File: src/rtl/keyed_wdt.sv
`timescale 1ns/1ps
module keyed_wdt #(
  parameter int          PRESCALE_LOG2 = 16,
  parameter bit          POR_ENABLED   = 1'b0,
  parameter int          ADDR_W        = 8,
  parameter logic [15:0] KEY_ARM       = 16'h556C,
  parameter logic [15:0] KEY_FIRE      = 16'hAA39
) (
  input  logic              clk,
  input  logic              rst_n,
  input  logic [ADDR_W-1:0] addr,
  input  logic              wr_en,
  input  logic [3:0]        byte_en,
  input  logic [31:0]       wdata,
  output logic [31:0]       rdata,
  input  logic              dbg_halt,
  output logic              rst_req,
  output logic              irq
);

  localparam logic [ADDR_W-1:0] A_STAT = ADDR_W'(8'h00);
  localparam logic [ADDR_W-1:0] A_CTRL = ADDR_W'(8'h04);
  localparam logic [ADDR_W-1:0] A_CNT  = ADDR_W'(8'h08);
  localparam logic [ADDR_W-1:0] A_SVC  = ADDR_W'(8'h0C);

  logic [15:0]              tc_q, cnt_q;
  logic                     frz_q, en_q, lock_q, sel_q, psel_q;
  logic [PRESCALE_LOG2-1:0] pre_q;
  logic                     armed_q, irq_q, rst_q, cause_q;

  logic        ctrl_wr, stat_wr, svc_wr, svc_ok, frozen, run, tick, expire;
  logic [15:0] tc_nx;

  assign ctrl_wr = wr_en && (addr == A_CTRL);
  assign stat_wr = wr_en && (addr == A_STAT);
  assign svc_wr  = wr_en && (addr == A_SVC) && (&byte_en[1:0]);
  assign svc_ok  = svc_wr && armed_q && (wdata[15:0] == KEY_FIRE);
  assign frozen  = frz_q && dbg_halt;
  assign run     = en_q && !frozen;
  assign tick    = run && (!psel_q || (&pre_q));
  assign expire  = tick && (cnt_q == 16'd0) && !svc_ok;

  assign tc_nx[15:8] = (ctrl_wr && byte_en[3]) ? wdata[31:24] : tc_q[15:8];
  assign tc_nx[7:0]  = (ctrl_wr && byte_en[2]) ? wdata[23:16] : tc_q[7:0];

  always_ff @(posedge clk or negedge rst_n) begin
    if (!rst_n) begin
      tc_q    <= 16'hFFFF;
      cnt_q   <= 16'hFFFF;
      frz_q   <= 1'b0;
      en_q    <= POR_ENABLED;
      lock_q  <= POR_ENABLED;
      sel_q   <= 1'b1;
      psel_q  <= 1'b1;
      pre_q   <= '0;
      armed_q <= 1'b0;
      irq_q   <= 1'b0;
      rst_q   <= 1'b0;
      cause_q <= 1'b0;
    end else begin
      tc_q <= tc_nx;
      if (ctrl_wr && byte_en[0]) begin
        frz_q  <= wdata[3];
        sel_q  <= wdata[1];
        psel_q <= wdata[0];
        if (!lock_q) begin
          en_q   <= wdata[2];
          lock_q <= 1'b1;
        end
      end
      if (svc_wr) armed_q <= (wdata[15:0] == KEY_ARM);

      if (svc_ok) pre_q <= '0;
      else if (run && psel_q) pre_q <= pre_q + 1'b1;

      if (!en_q) cnt_q <= tc_nx;
      else if (svc_ok || expire) cnt_q <= tc_q;
      else if (tick) cnt_q <= cnt_q - 16'd1;

      rst_q <= expire && sel_q;
      if (svc_ok) irq_q <= 1'b0;
      else if (expire && !sel_q) irq_q <= 1'b1;

      if (stat_wr && byte_en[0] && wdata[0]) cause_q <= 1'b0;
      if (expire && sel_q) cause_q <= 1'b1;
    end
  end

  always_comb begin
    case (addr)
      A_STAT:  rdata = {31'd0, cause_q};
      A_CTRL:  rdata = {tc_q, 12'd0, frz_q, en_q, sel_q, psel_q};
      A_CNT:   rdata = {16'd0, cnt_q};
      default: rdata = 32'd0;
    endcase
  end

  assign rst_req = rst_q;
  assign irq     = irq_q;


  en_lock_chk: assert property (@(posedge clk) disable iff (!rst_n)
    lock_q |=> $stable(en_q));


  freeze_hold_chk: assert property (@(posedge clk) disable iff (!rst_n)
    (en_q && frozen && !svc_ok) |=> $stable(cnt_q));


  irq_hold_chk: assert property (@(posedge clk) disable iff (!rst_n)
    (irq_q && !svc_ok) |=> irq_q);


  cause_set_chk: assert property (@(posedge clk) disable iff (!rst_n)
    rst_q |-> cause_q);


  reload_src_chk: assert property (@(posedge clk) disable iff (!rst_n)
    (en_q && $past(en_q) && (cnt_q != $past(cnt_q)) && (cnt_q != $past(cnt_q) - 16'd1))
      |-> $past(svc_ok || expire));

endmodule

File: config.mk
export PLATFORM = sky130hd
export DESIGN_NAME = keyed_wdt
export DESIGN_NICKNAME = d
export VERILOG_FILES = /design/src/rtl/keyed_wdt.sv
export SDC_FILE = /design/constraint.sdc
export NUM_CORES = 1
export LEC_CHECK = 0
export ABC_AREA = 1
export BUFFER_PORTS_ARGS = -buffer_cell sky130_fd_sc_hd__buf_2
export CORE_ASPECT_RATIO = 0.8
export CORE_UTILIZATION = 55
export CTS_BUF_LIST = sky130_fd_sc_hd__clkbuf_16
export DETAILED_ROUTE_END_ITERATION = 12
export PLACE_DENSITY = 0.79
export SYNTH_ARGS = -nofsm -noshare
export SYNTH_HDL_FRONTEND = slang
export SYNTH_SLANG_ARGS = --single-unit
export TNS_END_PERCENT = 100
File: constraint.sdc
create_clock -name clk -period 3.15 [get_ports clk]
set_input_delay 0.315 -clock clk [delete_from_list [all_inputs] [get_ports clk]]
set_output_delay 0.315 -clock clk [all_outputs]
set_load 0.01 [all_outputs]
# Word-level counts from Yosys, hierarchy flattened
# Index checks and enable logic that the tools add are counted.
# classes
add_sub_neg	2
n_eq_ne	6
mux	12
n_bitwise	1
n_reduce_logical	33
# ops
op	count
32-bit one-hot mux with 3 select lines	1
16-bit 2-to-1 mux	5
1-bit logical AND	19
16-bit by 1-bit adder with 16-bit output, second input constant	1
16-bit by 15-bit == test with 1-bit output, second input constant	1
16-bit == test, second input constant	1
8-bit by 4-bit == test with 1-bit output, second input constant	2
16-bit logical NOT	1
8-bit 2-to-1 mux	2
16-bit AND reduction	1
16-bit by 1-bit subtractor with 16-bit output, second input constant	1
8-bit by 3-bit == test with 1-bit output, second input constant	1
8-bit logical NOT	1
2-bit nonzero test	3
1-bit logical NOT	4
1-bit 2-to-1 mux	4
2-bit AND reduction	2
3-bit by 1-bit != test with 1-bit output, second input constant	1
1-bit logical OR	2
1-bit NOT	1
# word_totals
ff_bits	57
inputBits	48
output_inout_bits	34
word_cells	66

# Logic depth before layout (Yosys ltp)
# depth
depth_word	10
depth_mapped	12

# Worst setup path after synthesis
# No wires, ideal clock.
# synth_path
path_type	reg2reg
start	register cnt_q[0]
end	register cnt_q[0]
t_arrival_ns	1.655
required_time_ns	3.082
path_slack_ns	1.427
stages_incl_launch_ff	13
n_path_buf	1
path_cell_list	dfstp_2 > inv_1 > ha_1 > nand2_1 > nor2_2 > nand2_2 > nor2_1 > nand3_4 > nand2_2 > buf_6 > nand2_1 > nand3_1 > a21oi_2
# synth_via
elab_chain_len	6
word_cells_on_any_way	9
classes_between	1 x add/sub; 1 x eq/ne; 3 x mux; 4 x reduce/logical
# synth_lines
element	line	text
start, declared	26	logic [15:0] tc_q, cnt_q;
start signal, assigned	76	if (!en_q) cnt_q <= tc_nx;
start signal, assigned	77	else if (svc_ok || expire) cnt_q <= tc_q;
start signal, assigned	78	else if (tick) cnt_q <= cnt_q - 16'd1;
branches (longest 6 deep; another with 16-bit by 1-bit subtractor with 16-bit output)	-	
# Parallel ways; which one is timed is not known. The select of a mux whose other input is x is not followed.
# A chain may end at the register's enable or synchronous reset.

# Worst setup path in the final report
# layout_path
start	input addr[4]
end	output rdata[0]
# layout_via
elab_chain_len	2
word_cells_on_any_way	4
classes_between	2 x eq/ne; 1 x mux; 1 x reduce/logical
# layout_lines
element	line	text
start, declared	11	input logic [ADDR_W-1:0] addr,
8-bit by 4-bit == test with 1-bit output, or another cell as far along	90	case (addr)
32-bit one-hot mux with 3 select lines (*)	90	
end, declared	15	output logic [31:0] rdata,
# Mark *: on every way between the ends. The rest lies on a longest branch, timed or not.

==> impl_metrics.tcl <==
set metrics [dict create \
    nets 759 \
    required_ns 2.83 \
    synth.mux.area_fraction_pct 0.232 \
    use_met1_pct 40.8 \
    cp_slowest_cell "nand4_1" \
    seq_area_frac_synth_pct 34.1 \
    synth_top_family_by_area "simple AND/OR/NAND/NOR gates" \
    drtAntennaViolNets 0 \
    fp.dieH_um 81.1 \
    crit_type "in2out" \
    fin_worst_skew_ns 0.00696 \
    diodes 0 \
    synth-compound-area-share_pct 5.96 \
    clock_path_buffers 2 \
    rows 28 \
    fin_cells 819 \
    pwr_density_cell_nw_per_um2 349 \
    setup_violations 0 \
    synthCells 631 \
    worst_pin_slew_ns 0.947 \
    clkLatencyLatePin_ns 0.32 \
    ios 82 \
    grt_pass1_vias 4019 \
    vias 4315 \
    dr.pass1.iters 5 \
    routedWlPerCell_um 13.8 \
    synthSimpleGateAreaFrac_pct 43.6 \
    grt_max_degree 44 \
    cts_buffers 9 \
    die_w_um 101 \
    syn-cell-area_sq_um 4310 \
    area_growth_pct 16.2 \
    fin_crit_ns 2.31 \
    post_cts_resize_count 0 \
    post-route-drc-count 0 \
    drv_slew 0 \
    start_util_pct 57.4 \
    final_util_pct 66.7 \
    dp_hpwl_mm 8.38 \
    rr_startpoint "cnt_q[0]$_DFFE_PN1P_" \
    p_total_mw 1.75 \
    clk_root_buffer_cell "clkbuf_16" \
    yosys_warnings 0 \
    crit_start "addr[4]" \
    timing.fmax_ghz 0.434 \
    die_area_sq_um 8190 \
    status "finished, final reports clean" \
    cts.sink_count 57 \
    synth-xor-area-share_pct 3.05 \
    hold_path.class "in2async" \
    post_cts_buffers 0 \
    cts.clk_slew.worst_paths_ns 0.05 \
    cts_tree "done" \
    crit_path_max_incr_delay_ns 0.65 \
    cts-hold-fix-buffers 0 \
    synth-seq-cells 57 \
    layout-drive-gt1-share_pct 26.3 \
    crit_chain "buf_2, inv_1, nand2_1, nor2_1, nand4_1, o221ai_1, buf_2" \
    syn_avg_cell_area_sq_um 6.83 \
    final_area_sq_um 5000 \
    grt_first_pass_wirelength_mm 18.7 \
    drtIter0Drc 329 \
    cpMostUsedCell "buf_2" \
    place_area_sq_um 4740 \
    hold_violations 0 \
    fin_crit_sh_pct 73.2 \
    use_met2_pct 46.6 \
    startpoint_type "input port" \
    n_fill_cell 691 \
    synth_cell_types 35 \
    crit_fanout 16 \
    core_sq_um 7500 \
    tns_ns 0 \
    h-tree-depth 3 \
    p_leak_nw 2.74 \
    io_buffers 81 \
    finalWirelength_mm 11.3 \
    place_inst 803 \
    gp_congestion 0.884 \
    cap_viol_max_count 0 \
    rsz0062_at_grt "no" \
    endpoint_kind "output pin" \
    async_reset_ff_share_pct 100 \
    gr-max-usage-layer "met2" \
    synth_edf_count 0 \
    synth_fa_ha_area_share_pct 0.581 \
    crit_arrival_ns 1.99 \
    synth_flop_cell "dfstp_2" \
    grt_overflow 0 \
    relSlewSlack_pct 36.9 \
    syn-num-nets 681 \
    use_met3_pct 5.25 \
    via_per_inst 5.27 \
    grt_usage_pct 29.4 \
    grt_antenna_before_repair 0 \
    ir_worst_vdd_mv 0.295 \
]
layout by cell type (no fill, tap or decap), types with 3 or more instances in the layout:
| master | instances |
|---|---|
| dfrtp_1 | 23 |
| xor2_1 | 12 |
| and2_1 | 14 |
| nand4_1 | 27 |
| buf_4 | 5 |
| o22ai_1 | 3 |
| nand2_1 | 138 |
| xnor2_1 | 3 |
| nor2_1 | 101 |
| inv_2 | 4 |
| clkbuf_16 | 9 |
| o21ai_0 | 8 |
| nor4_1 | 3 |
| inv_1 | 107 |
| nand2_2 | 6 |
| nand3_2 | 21 |
| dfstp_2 | 34 |
| nand3_1 | 60 |
| buf_2 | 81 |
| nor2_2 | 5 |
| o21ai_1 | 4 |
| nor3_1 | 11 |
| a21oi_2 | 14 |
| a21oi_1 | 6 |
sequential cells by signal (all words and copies together) (netlist names):
register and flops:
cause_q 1, psel_q 1, rst_req 1, irq 1
tc_q 16, armed_q 1, pre_q 16, frz_q 1
sel_q 1, cnt_q 16, en_q 1, lock_q 1
worst paths after layout:
| path | endpoint | slack (ns) | cells past startpoint |
|---|---|---|---|
| worst max-delay path | rdata[0] | 0.84 | 7 |
| min in group clk | frz_q$_DFFE_PN0N_ | 0.23 | 3 |
| worst min register to register | lock_q$_DFFE_PN0N_ | 0.47 | 2 |
| max in group asynchronous | cnt_q[2]$_DFFE_PN1P_ | 2.16 | 2 |
| worst max register to register | cnt_q[5]$_DFFE_PN1P_ | 0.94 | 11 |
| worst min-delay path | pre_q[7]$_DFFE_PN0P_ | 0.14 | 1 |
power breakdown:
part | internal [mW] | switching [mW]
registers | 0.757 | 0.0108
logic | 0.0509 | 0.0847
clock network | 0.516 | 0.327
total | 1.32 | 0.422
through the flow:
step           hold WS, ns  setup WS (ns)
6_report             0.141          0.845
5_1_grt              0.232          0.726
4_1_cts              0.171          0.852
3_5_place_dp         0.458          0.845
3_3_place_gp         0.450          0.914
2_1_floorplan       0.0194           1.43
cell usage after synthesis, types with 8 or more instances:
library cell	n	share of area, %
a21oi_2	14	2.8
and2_1	14	2.0
dfrtp_1	23	13
dfstp_2	34	21
inv_1	103	9.0
nand2_1	138	12
nand3_1	60	7.0
nand3_2	21	4.9
nand4_1	27	3.9
nor2_1	101	8.8
nor3_1	11	1.3
o21ai_0	8	0.93
xor2_1	12	2.4
logic make-up (layout without fill, tap and decap cells):
kind of cell | after synthesis | after routing
simple gates | 393 | 393
buf+inv | 126 | 209
flops | 57 | 57
compound gates | 37 | 37
xor+xnor | 15 | 15
fa+ha+maj | 2 | 2
mux | 1 | 1
metal layers:
layer  wire [um]  part of all wire (%)  up-vias
met5           0                     0        -
met4         189                   1.7        0
met3         825                   7.3       20
met2        5030                    45      180
met1        5250                    46     1969
li1            -                     -     2146
layout make-up:
type / count / area (sq um) / area share (%)
well taps: 105 / 131 / 2.63
clock buffers: 9 / 225 / 4.50
flip-flops and latches: 57 / 1470 / 29.4
multi-input cells: 448 / 2300 / 46.0
repair buffers: 86 / 443 / 8.85
clock inverters: 7 / 32.5 / 0.650
inverters: 107 / 402 / 8.03
worst max-delay path, delay by kind of cell:
family	cells	cell delay, ns
simple gates	3	0.88
buf+inv	3	0.34
compound gates	1	0.44
Power figures use the tool's default switching activity.
